### src/rtl/ivc_pkg.sv
package ivc_pkg;

    typedef enum logic [1:0] {
        SENSE_LOW  = 2'b00,
        SENSE_ANY  = 2'b01,
        SENSE_FALL = 2'b10,
        SENSE_RISE = 2'b11
    } sense_e;

    typedef enum logic [1:0] {
        SQ_IDLE,
        SQ_ENTRY,
        SQ_RETURN,
        SQ_HOLD
    } seq_e;

    typedef struct packed {
        logic rise;
        logic fall;
    } pin_edge_t;

endpackage

### src/rtl/ivc_pin_sense.sv
module ivc_pin_sense
    import ivc_pkg::*;
#(
    parameter int SYNC_STAGES = 2
) (
    input  logic   clk,
    input  logic   rst,
    input  logic   pin,
    input  sense_e mode,
    output logic   edge_evt,
    output logic   level_req
);
    // sh_q[SYNC_STAGES-1] is the synchronised pin, sh_q[SYNC_STAGES] its previous value
    logic [SYNC_STAGES:0] sh_q;
    pin_edge_t            ed;

    always_ff @(posedge clk) begin
        if (rst) sh_q <= '1;
        else     sh_q <= {sh_q[SYNC_STAGES-1:0], pin};
    end

    always_comb begin
        ed.rise = sh_q[SYNC_STAGES-1] & ~sh_q[SYNC_STAGES];
        ed.fall = ~sh_q[SYNC_STAGES-1] & sh_q[SYNC_STAGES];
        unique case (mode)
            SENSE_ANY:  edge_evt = ed.rise | ed.fall;
            SENSE_FALL: edge_evt = ed.fall;
            SENSE_RISE: edge_evt = ed.rise;
            default:    edge_evt = 1'b0;
        endcase
        level_req = (mode == SENSE_LOW) & ~sh_q[SYNC_STAGES-1];
    end

    // a level request never coexists with an edge event
    a_r12_level_no_edge: assert property (@(posedge clk) disable iff (rst)
        level_req |-> !edge_evt);

endmodule

### src/rtl/ivc_flag_bank.sv
module ivc_flag_bank #(
    parameter int NSRC = 4
) (
    input  logic            clk,
    input  logic            rst,
    input  logic [NSRC-1:0] evt,
    input  logic [NSRC-1:0] hw_clr,
    input  logic [NSRC-1:0] noflag,
    input  logic            clr_we,
    input  logic [NSRC-1:0] clr_wdata,
    input  logic            en_we,
    input  logic [NSRC-1:0] en_wdata,
    output logic [NSRC-1:0] flag_q,
    output logic [NSRC-1:0] en_q
);
    logic [NSRC-1:0] flag_d;

    for (genvar i = 0; i < NSRC; i++) begin : g_bit
        logic sw_clr;
        assign sw_clr    = clr_we & clr_wdata[i];
        assign flag_d[i] = ~noflag[i] & (evt[i] | (flag_q[i] & ~sw_clr & ~hw_clr[i]));

        // an event latches regardless of enables
        a_r2_event_latches: assert property (@(posedge clk) disable iff (rst)
            (evt[i] && !noflag[i]) |=> flag_q[i]);
        // a zero in the clear data keeps the flag
        a_r3_zero_keeps: assert property (@(posedge clk) disable iff (rst)
            (clr_we && !clr_wdata[i] && flag_q[i] && !hw_clr[i] && !noflag[i]) |=> flag_q[i]);
        // a one in the clear data drops the flag when no event competes
        a_r3_one_clears: assert property (@(posedge clk) disable iff (rst)
            (clr_we && clr_wdata[i] && !evt[i]) |=> !flag_q[i]);
    end

    always_ff @(posedge clk) begin
        if (rst) begin
            flag_q <= '0;
            en_q   <= '0;
        end else begin
            flag_q <= flag_d;
            if (en_we) en_q <= en_wdata;
        end
    end

endmodule

### src/rtl/ivc_prio_pick.sv
module ivc_prio_pick #(
    parameter int NSRC  = 4,
    parameter int IDX_W = 2
) (
    input  logic [NSRC-1:0]  pend,
    output logic             any,
    output logic [IDX_W-1:0] idx
);
    logic [NSRC-1:0] below_mask;

    always_comb begin
        any = |pend;
        idx = '0;
        for (int i = NSRC - 1; i >= 0; i--) begin
            if (pend[i]) idx = IDX_W'(i);
        end
    end

    assign below_mask = (NSRC'(1) << idx) - NSRC'(1);

    // the chosen source is pending and nothing of lower index is
    always_comb begin
        if (any) begin
            a_r4_lowest_wins: assert (pend[idx] && ((pend & below_mask) == '0));
        end
    end

endmodule

### src/rtl/ivc_sequencer.sv
module ivc_sequencer
    import ivc_pkg::*;
#(
    parameter int IDX_W     = 2,
    parameter int PC_W      = 9,
    parameter int ENTRY_CYC = 4,
    parameter int WAKE_CYC  = 4,
    parameter int RET_CYC   = 4
) (
    input  logic             clk,
    input  logic             rst,
    input  logic             req_any,
    input  logic [IDX_W-1:0] win_idx,
    input  logic             gie_we,
    input  logic             gie_wdata,
    input  logic             insn_done,
    input  logic             sleeping,
    input  logic             reti,
    input  logic [PC_W-1:0]  pc_in,
    input  logic [PC_W-1:0]  pop_data,
    output logic             gie_q,
    output logic             push_valid,
    output logic [PC_W-1:0]  push_pc,
    output logic             pop_req,
    output logic             pc_restore_valid,
    output logic [PC_W-1:0]  pc_restore,
    output logic             vec_valid,
    output logic [IDX_W-1:0] vec_idx
);
    localparam int CNT_W = $clog2(ENTRY_CYC + WAKE_CYC + RET_CYC + 1);

    seq_e             state_q;
    logic [CNT_W-1:0] cnt_q;
    logic [IDX_W-1:0] idx_q;
    logic [PC_W-1:0]  pc_q;
    logic             first_q;
    logic             accept;
    logic             ret_last;

    assign accept   = (state_q == SQ_IDLE) && gie_q && req_any && (insn_done || sleeping);
    assign ret_last = (state_q == SQ_RETURN) && (cnt_q == '0);

    always_ff @(posedge clk) begin
        if (rst) begin
            state_q <= SQ_IDLE;
            cnt_q   <= '0;
            idx_q   <= '0;
            pc_q    <= '0;
            first_q <= 1'b0;
            gie_q   <= 1'b0;
        end else begin
            first_q <= accept;
            if (accept)        gie_q <= 1'b0;
            else if (ret_last) gie_q <= 1'b1;
            else if (gie_we)   gie_q <= gie_wdata;

            unique case (state_q)
                SQ_IDLE: begin
                    if (accept) begin
                        state_q <= SQ_ENTRY;
                        cnt_q   <= sleeping ? CNT_W'(ENTRY_CYC + WAKE_CYC - 1)
                                            : CNT_W'(ENTRY_CYC - 1);
                        idx_q   <= win_idx;
                        pc_q    <= pc_in;
                    end else if (reti) begin
                        state_q <= SQ_RETURN;
                        cnt_q   <= CNT_W'(RET_CYC - 1);
                    end
                end
                SQ_ENTRY: begin
                    if (cnt_q == '0) state_q <= SQ_IDLE;
                    else             cnt_q   <= cnt_q - 1'b1;
                end
                SQ_RETURN: begin
                    if (cnt_q == CNT_W'(RET_CYC - 1)) pc_q <= pop_data;
                    if (cnt_q == '0) state_q <= SQ_HOLD;
                    else             cnt_q   <= cnt_q - 1'b1;
                end
                SQ_HOLD: begin
                    if (insn_done) state_q <= SQ_IDLE;
                end
                default: state_q <= SQ_IDLE;
            endcase
        end
    end

    assign push_valid       = (state_q == SQ_ENTRY) && first_q;
    assign push_pc          = pc_q;
    assign pop_req          = (state_q == SQ_RETURN) && (cnt_q == CNT_W'(RET_CYC - 1));
    assign pc_restore_valid = ret_last;
    assign pc_restore       = pc_q;
    assign vec_valid        = (state_q == SQ_ENTRY) && (cnt_q == '0);
    assign vec_idx          = idx_q;

    // Checker counter: cycles spent in the current entry
    logic [CNT_W-1:0] ent_run_q;
    always_ff @(posedge clk) begin
        if (rst || accept)              ent_run_q <= '0;
        else if (state_q == SQ_ENTRY)   ent_run_q <= ent_run_q + 1'b1;
    end

    // acceptance drops the global enable
    a_r5_gie_drops: assert property (@(posedge clk) disable iff (rst)
        accept |=> !gie_q);
    // vector strobe arrives after a fixed entry length
    a_r7_entry_len: assert property (@(posedge clk) disable iff (rst)
        vec_valid |-> (ent_run_q == CNT_W'(ENTRY_CYC - 1) ||
                       ent_run_q == CNT_W'(ENTRY_CYC + WAKE_CYC - 1)));
    // a push only follows a boundary or sleep
    a_r8_boundary: assert property (@(posedge clk) disable iff (rst)
        push_valid |-> $past(insn_done || sleeping));
    // the return ends with the global enable set
    a_r9_gie_back: assert property (@(posedge clk) disable iff (rst)
        pc_restore_valid |=> gie_q);
    // the first boundary after a return never starts an entry
    a_r10_hold_blocks: assert property (@(posedge clk) disable iff (rst)
        (state_q == SQ_HOLD) |=> !push_valid);

endmodule

### src/rtl/irq_vector_ctrl.sv
module irq_vector_ctrl
    import ivc_pkg::*;
#(
    parameter int NUM_PERIPH  = 3,
    parameter int PC_W        = 9,
    parameter int ENTRY_CYC   = 4,
    parameter int WAKE_CYC    = 4,
    parameter int RET_CYC     = 4,
    parameter int SYNC_STAGES = 2,
    localparam int NSRC       = NUM_PERIPH + 1,
    localparam int IDX_W      = $clog2(NSRC)
) (
    input  logic                  clk,
    input  logic                  rst,
    input  logic [NUM_PERIPH-1:0] periph_evt,
    input  logic                  ext_pin,
    input  logic [1:0]            sense_mode,
    input  logic                  en_we,
    input  logic [NSRC-1:0]       en_wdata,
    input  logic                  clr_we,
    input  logic [NSRC-1:0]       clr_wdata,
    input  logic                  gie_we,
    input  logic                  gie_wdata,
    input  logic                  insn_done,
    input  logic                  sleeping,
    input  logic                  reti,
    input  logic [PC_W-1:0]       pc_in,
    input  logic [PC_W-1:0]       pop_data,
    output logic                  push_valid,
    output logic [PC_W-1:0]       push_pc,
    output logic                  pop_req,
    output logic                  pc_restore_valid,
    output logic [PC_W-1:0]       pc_restore,
    output logic                  vec_valid,
    output logic [IDX_W-1:0]      vec_idx,
    output logic [NSRC-1:0]       flags_o,
    output logic [NSRC-1:0]       enables_o,
    output logic                  gie_o
);
    sense_e           mode;
    logic             level_mode;
    logic             ext_evt;
    logic             level_req;
    logic [NSRC-1:0]  evt_all;
    logic [NSRC-1:0]  noflag;
    logic [NSRC-1:0]  hw_clr;
    logic [NSRC-1:0]  flag_q;
    logic [NSRC-1:0]  en_q;
    logic [NSRC-1:0]  pend;
    logic             req_any;
    logic [IDX_W-1:0] win_idx;
    logic             gie_q;

    assign mode       = sense_e'(sense_mode);
    assign level_mode = (mode == SENSE_LOW);

    ivc_pin_sense #(.SYNC_STAGES(SYNC_STAGES)) u_sense (
        .clk       (clk),
        .rst       (rst),
        .pin       (ext_pin),
        .mode      (mode),
        .edge_evt  (ext_evt),
        .level_req (level_req)
    );

    assign evt_all = {periph_evt, ext_evt};
    assign noflag  = {{NUM_PERIPH{1'b0}}, level_mode};
    assign hw_clr  = vec_valid ? (NSRC'(1) << vec_idx) : '0;

    ivc_flag_bank #(.NSRC(NSRC)) u_flags (
        .clk       (clk),
        .rst       (rst),
        .evt       (evt_all),
        .hw_clr    (hw_clr),
        .noflag    (noflag),
        .clr_we    (clr_we),
        .clr_wdata (clr_wdata),
        .en_we     (en_we),
        .en_wdata  (en_wdata),
        .flag_q    (flag_q),
        .en_q      (en_q)
    );

    always_comb begin
        pend    = flag_q & en_q;
        pend[0] = en_q[0] & (level_mode ? level_req : flag_q[0]);
    end

    ivc_prio_pick #(.NSRC(NSRC), .IDX_W(IDX_W)) u_pick (
        .pend (pend),
        .any  (req_any),
        .idx  (win_idx)
    );

    ivc_sequencer #(
        .IDX_W     (IDX_W),
        .PC_W      (PC_W),
        .ENTRY_CYC (ENTRY_CYC),
        .WAKE_CYC  (WAKE_CYC),
        .RET_CYC   (RET_CYC)
    ) u_seq (
        .clk              (clk),
        .rst              (rst),
        .req_any          (req_any),
        .win_idx          (win_idx),
        .gie_we           (gie_we),
        .gie_wdata        (gie_wdata),
        .insn_done        (insn_done),
        .sleeping         (sleeping),
        .reti             (reti),
        .pc_in            (pc_in),
        .pop_data         (pop_data),
        .gie_q            (gie_q),
        .push_valid       (push_valid),
        .push_pc          (push_pc),
        .pop_req          (pop_req),
        .pc_restore_valid (pc_restore_valid),
        .pc_restore       (pc_restore),
        .vec_valid        (vec_valid),
        .vec_idx          (vec_idx)
    );

    assign flags_o   = flag_q;
    assign enables_o = en_q;
    assign gie_o     = gie_q;

    // the served flag is gone one edge after the vector strobe
    a_r6_served_cleared: assert property (@(posedge clk) disable iff (rst)
        (vec_valid && !evt_all[vec_idx]) |=> !flag_q[$past(vec_idx)]);
    // in low-level mode source 0 never holds a flag
    a_r12_no_level_flag: assert property (@(posedge clk) disable iff (rst)
        level_mode |=> (!flag_q[0] || !level_mode));

endmodule

### config.mk
export PLATFORM = sky130hd
export DESIGN_NAME = irq_vector_ctrl
export DESIGN_NICKNAME = d
export VERILOG_FILES = /design/src/rtl/ivc_pkg.sv /design/src/rtl/ivc_pin_sense.sv /design/src/rtl/ivc_flag_bank.sv /design/src/rtl/ivc_prio_pick.sv /design/src/rtl/ivc_sequencer.sv /design/src/rtl/irq_vector_ctrl.sv
export SDC_FILE = /design/constraint.sdc
export NUM_CORES = 1
export LEC_CHECK = 0
export ABC_CLOCK_PERIOD_IN_PS = 2900
export BUFFER_PORTS_ARGS = -buffer_cell sky130_fd_sc_hd__buf_2
export CAP_MARGIN = 40
export CORE_ASPECT_RATIO = 0.6
export CORE_MARGIN = 1
export CORE_UTILIZATION = 45
export DETAILED_ROUTE_END_ITERATION = 8
export PLACE_DENSITY = 0.84
export SLEW_MARGIN = 20
export SYNTH_ARGS = -nofsm -noshare
export SYNTH_HDL_FRONTEND = slang
export SYNTH_SLANG_ARGS = --single-unit
### constraint.sdc
create_clock -name clk -period 2.9 [get_ports clk]
set_input_delay 0.29 -clock clk [delete_from_list [all_inputs] [get_ports clk]]
set_output_delay 0.29 -clock clk [all_outputs]
set_load 0.01 [all_outputs]
# ---- After elaboration in Yosys (flattened, before gate mapping)
# Index checks and enable logic that the tools add are counted.
dict set report word_totals {
  reg_bits 30
  in_bits 41
  output_inout_bits 33
  elab_cells 103
}
dict set report op_classes {
  n_addsub 1
  eq_ne 14
  n_shift 1
  mux 23
  bitwise 34
  reduce_logical 21
}
# operator count
set ops {}
lappend ops {{$mux 2} 9}
lappend ops {{$mux 9} 2}
lappend ops {{$pmux 9 s2} 1}
lappend ops {{$and 1x1->1} 17}
lappend ops {{$mux 4} 4}
lappend ops {{$not 1->1} 11}
lappend ops {{$eq 2x2->1 const B} 4}
lappend ops {{$ne 2x1->1 const B} 4}
lappend ops {{$pmux 2 s4} 1}
lappend ops {{$pmux 4 s2} 1}
lappend ops {{$logic_and 1x1->1} 7}
lappend ops {{$reduce_and 3->1} 2}
lappend ops {{$reduce_bool 2->1} 3}
lappend ops {{$or 1x1->1} 5}
lappend ops {{$and 4x4->4} 1}
lappend ops {{$eq 2x1->1 const B} 2}
lappend ops {{$eq 4x2->1 const B} 1}
lappend ops {{$logic_not 2->1} 2}
lappend ops {{$logic_not 4->1} 1}
lappend ops {{$ne 2x2->1 const B} 2}
lappend ops {{$reduce_and 4->1} 1}
lappend ops {{$reduce_or 2->1} 2}
lappend ops {{$reduce_or 4->1} 1}
lappend ops {{$shl 1x2->4 const A} 1}
lappend ops {{other kinds (7)} 9}

# ---- Longest topological paths before layout
dict set report depth {
  depth_word 9
  ltp_mapped 9
  ltp_nobuf 8
}

# ---- Modules after synthesis
# From an unflattened synthesis, not the netlist that was laid out.
dict set report unflattened {
  cells_unflattened 193
  hier_area_um2 1705.4
}
# mod instances cells_per_inst area_each_um2 seq_area_each_um2
set modules_own_cells {}
lappend modules_own_cells {ivc_sequencer 1 125 1151.1 380.4}
lappend modules_own_cells {ivc_flag_bank 1 34 300.3 160.2}
lappend modules_own_cells {ivc_pin_sense 1 14 142.6 60.1}
lappend modules_own_cells {irq_vector_ctrl 1 13 76.3 0.0}
lappend modules_own_cells {ivc_prio_pick 1 7 35.0 0.0}

# ---- Least setup slack after synthesis
# Ideal clock, no wire load.
dict set report synth_path {
  path_type {reg2reg}
  start {reg u_seq.state_q[0]}
  end {reg u_seq.cnt_q[3]}
  setup_ps 117
  arrival_ps 1695
  t_required_ps 2783
  slack_ps 1087
  path_stages_with_launch 9
  n_path_buf 1
  period_less_slack_ps 1813
  cell_sequence {dfxtp_1 inv_1 ha_1 buf_4 and2b_1 and3_1 a22oi_4 nand3_1 a32o_1}
}
dict set report synth_via {
  elab_chain_len 6
  elab_cells_between_ends 13
  cone_classes {eq/ne: 4; mux: 2; reduce/logical: 7}
}
# item line
set synth_lines {}
lappend synth_lines {{from (decl)} ivc_sequencer.sv:32} ;# seq_e state_q;
lappend synth_lines {{from (signal assigned)} ivc_sequencer.sv:45} ;# state_q <= SQ_IDLE;
lappend synth_lines {{from (signal assigned)} ivc_sequencer.sv:60} ;# state_q <= SQ_ENTRY;
lappend synth_lines {{from (signal assigned)} ivc_sequencer.sv:66} ;# state_q <= SQ_RETURN;
lappend synth_lines {{$logic_not 2->1} {ivc_sequencer.sv:40, ivc_sequencer.sv:57}}
lappend synth_lines {{$logic_and 1x1->1 (3 in series)} ivc_sequencer.sv:40} ;# assign accept = (state_q == SQ_IDLE) && gie_q && req_any && (insn_done || sleeping);
lappend synth_lines {{$ne 3x2->1 (no line) or $mux 4 (tied branches)} --}
lappend synth_lines {{$reduce_and 3->1 (no line) or $pmux 4 s2 (tied branches)} --}
lappend synth_lines {{to (signal assigned)} ivc_sequencer.sv:61} ;# cnt_q <= sleeping ? CNT_W'(ENTRY_CYC + WAKE_CYC - 1)
lappend synth_lines {{to (signal assigned)} ivc_sequencer.sv:67} ;# cnt_q <= CNT_W'(RET_CYC - 1);
lappend synth_lines {{to (signal assigned)} ivc_sequencer.sv:72} ;# else cnt_q <= cnt_q - 1'b1;
lappend synth_lines {{to (decl)} ivc_sequencer.sv:33} ;# logic [CNT_W-1:0] cnt_q;
# Several ways; a longest one is shown, not always the timed one.
# A chain may end at the register's enable or synchronous reset.

# ---- Worst setup path in the final report
dict set report layout_path {
  start {reg u_seq.state_q[0]}
  end {reg u_seq.pc_q[0], in the netlist u_seq.pc_restore[0]}
}
dict set report layout_via {
  elab_chain_len 6
  elab_cells_between_ends 10
  cone_classes {eq/ne: 3; mux: 1; reduce/logical: 6}
}
# item line
set layout_lines {}
lappend layout_lines {{$logic_not 2->1} {ivc_sequencer.sv:40, ivc_sequencer.sv:57}}
lappend layout_lines {{$logic_and 1x1->1 (3 in series)} ivc_sequencer.sv:40}
lappend layout_lines {{$ne 2x1->1 (no line)} --}
lappend layout_lines {{$reduce_and 3->1 (no line)} --}
lappend layout_lines {{to (signal assigned)} ivc_sequencer.sv:64} ;# pc_q <= pc_in;
lappend layout_lines {{to (signal assigned)} ivc_sequencer.sv:75} ;# if (cnt_q == CNT_W'(RET_CYC - 1)) pc_q <= pop_data;
lappend layout_lines {{to (decl)} ivc_sequencer.sv:35} ;# logic [PC_W-1:0] pc_q;
# Several ways; a longest one is shown, not always the timed one.

==> results.py <==
metrics = {
    "global_routing": {
        "antenna_found_initial": 0,
        "grt_pass1_vias": 1374,
        "grt_max_degree": 30,
        "overflow": 0,
        "track_usage_pct": 20.27,
        "grt_pass1_wl_mm": 6.106,
    },
    "run": {
        "drv_cap": 0,
    },
    "clock_network": {
        "clkTransAtPathRegs_ns": 0.07,
        "cts_setup_buffers": 0,
        "cts_hold_buf": 0,
        "root_buffer": "clkbuf_8",
        "cts_tree": "yes",
        "cts.sinks": 30,
        "worstSkewPairLatency_ns": 0.29,
        "htree_levels": 2,
        "cts_made_buffers": 5,
        "clockBufferDepth": 2,
        "cts.repair.resized": 0,
    },
    "min_path": {
        "worstHoldPathType": "in2reg",
    },
    "sta": {
        "final-hold-violation-count": 0,
        "clock_skew_ns": 0.008782,
        "finalSetupViolations": 0,
        "rsz0062_at_grt": "false",
        "period_share_pct": 78.08,
        "slew_viol_final": 0,
        "fmax_ghz": 0.4416,
        "worst_slew_pin_slew_ns": 0.7192,
        "max_slew_margin_pct": 51.95,
        "setup_slack_ns": 0.6356,
        "tns_ns": 0,
        "period_minus_slack_ns": 2.264,
    },
    "yosys": {
        "synthDominantCellAreaShare_pct": 34.51,
        "syn_area_mm2": 0.001740,
        "synth_edf_count": 0,
        "ys_seq_area_share_pct": 34.51,
        "ys_ff_latch": 30,
        "ys_warn_count": 0,
        "yosysUniqueCellTypes": 44,
        "async_reset_ff_share_pct": 0,
        "synthTopCellsByArea": "dfxtp_1 35%, mux2i_1 8.1%, a211oi_2 7.9%, ha_1 6.5%, nor2_1 5.4%",
        "syn_nets": 234,
        "syn_inst": 184,
        "postSynthAreaPerCell_um2": 9.459,
        "synth_top_flop_cell": "dfxtp_1",
        "synth_top_area_cell": "dfxtp_1",
    },
    "final_layout": {
        "design_area_mm2": 0.002162,
        "register_area_um2": 600.6,
        "fill_cells": 335,
        "final_layout_size_suffix_gt1_share_pct": 41.20,
        "antennaDiodeCount": 0,
        "fin_nets": 299,
        "syn_to_final_growth_pct": 24.23,
        "final_common_cell": "buf_2",
        "layout_common_cells": "73 x buf_2, 30 x dfxtp_1, 25 x nor2_1",
        "multiInputGateArea_mm2": 0.001001,
    },
    "routing": {
        "drt_iter0_markers": 58,
        "ant_nets": 0,
        "drc": 0,
        "wirelength_mm": 3.987,
        "post_drt_wl_per_cell_um": 13.42,
        "first_pass_iters": 6,
        "vias": 1542,
        "viasPerCell": 5.192,
    },
    "critical_path": {
        "slowest_stage": "a41oi_4",
        "path_buf_inv": 2,
        "crit_fanout": 18,
        "path_delay_family": "compound AO/OA/AOI/OAI gates",
        "ff2ff_setup_slack_ns": 0.64,
        "cp.required_ns": 3.11,
        "startpoint_type": "flip-flop",
        "cp_cell_sequence": "inv_1, ha_1, buf_4, and4bb_2, o2bb2ai_2, a41oi_4, nor2_1, a211oi_2",
        "cp.arrival_ns": 2.47,
        "cp-end-kind": "flip-flop",
        "crit_path_max_incr_delay_ns": 0.56,
        "path_class": "reg2reg",
    },
    "placement": {
        "place_area_mm2": 0.002067,
        "gp_congestion": 0.8212,
        "dp_slack_ns": 0.6362,
        "numPortBuffers": 73,
        "hpwlAfterDp_mm": 3.002,
    },
    "power_and_ir_drop": {
        "p_per_area_mw_per_mm2": 810.1,
        "p_leak_nw": 0.9959,
        "ir_drop_v": 0.0004913,
    },
    "status": {
        "outcome": "completed",
    },
    "floorplan": {
        "die-area_mm2": 0.004128,
        "die_height_um": 50.17,
        "start_util_pct": 47.30,
        "rows": 17,
        "dieWidth_um": 82.29,
        "coreArea_mm2": 0.003680,
        "io_pins": 74,
    },
}
-- registers in the layout (all words and copies together), names as in the netlist --
name              flops
u_seq.cnt_q           4
u_seq.state_q         2
u_seq.vec_idx         2
u_flags.en_q          4
u_flags.flag_q        4
u_seq.pc_restore      9
u_sense.sh_q          3
u_seq.first_q         1
u_seq.gie_q           1
-- routing by layer --
| layer | up-vias | share of wire (%) | GRT usage [%] | wire length, µm |
|---|---|---|---|---|
| met3 | 10 | 6.9 | 6.182 | 277 |
| met1 | 702 | 46 | 23.99 | 1845 |
| met2 | 52 | 45 | 32.92 | 1790 |
| met5 | - | 0 | 0 | 0 |
| li1 | 778 | - | - | - |
| met4 | 0 | 1.9 | 10.53 | 74 |
-- where the power goes --
group | switching (mW) | internal [mW]
clock network | 0.161 | 0.190
registers | 0.0795 | 0.494
logic | 0.473 | 0.353
total | 0.714 | 1.04
-- per-stage QoR --
step | total power [mW] | hold WS, ns | std cells | util, %
after floorplan | 1.225 | 0.3832 | 184 | -
final | 1.752 | 0.1804 | 297 | 58.76
after global routing | 1.870 | 0.1856 | 297 | 58.76
after detailed placement | 1.400 | 0.3931 | 289 | 56.17
after CTS | 1.761 | 0.1747 | 297 | 58.76
after global placement | 1.367 | 0.3865 | 289 | 56.17
-- final cells by class --
cell class                      instances  area share [%]
Clock buffer                            6           3.819
Sequential cell                        30           27.78
Multi-Input combinational cell        129           46.30
Tap cell                               47           2.720
Timing Repair Buffer                   74           17.25
Clock inverter                          2          0.5787
Inverter                                9           1.563
-- final timing paths --
check	to	from	depth (start not counted)
worst min-delay path	u_sense.sh_q[0]$_SDFF_PP1_	ext_pin	2
worst min register to register	u_sense.sh_q[1]$_SDFF_PP1_	u_sense.sh_q[0]$_SDFF_PP1_	1
worst max register to register	u_seq.pc_restore[0]$_SDFFE_PP0P_	u_seq.state_q[0]$_SDFFE_PP0P_	8
worst max-delay path	u_seq.pc_restore[0]$_SDFFE_PP0P_	u_seq.state_q[0]$_SDFFE_PP0P_	8
-- logic make-up (layout without fill, tap and decap cells) --
group / after synthesis / in the layout / synth area share [%]
and+or+nand+nor: 66 / 66 / 19.27
AOI/OAI and AO/OA: 39 / 39 / 23.22
DFF: 30 / 30 / 34.51
buffers and inverters: 25 / 91 / 7.979
muxes: 14 / 14 / 8.052
adders and majority gates: 9 / 9 / 6.470
xor gates and xnor gates: 1 / 1 / 0.5033
-- cells in the mapped netlist (2+ instances only) --
library cell	n
clkbuf_1	4
or2_1	2
a21oi_1	8
nor3_1	4
a31oi_1	5
o211ai_4	2
nand3_1	3
nor2b_1	4
and3_1	2
mux2i_1	14
a211oi_2	11
nand2b_1	2
a211oi_1	2
ha_1	9
buf_4	10
nand2_1	11
nand3b_1	2
dfxtp_1	30
nor2_1	25
and2_1	3
inv_1	8
(Power assumes the default switching activity.)
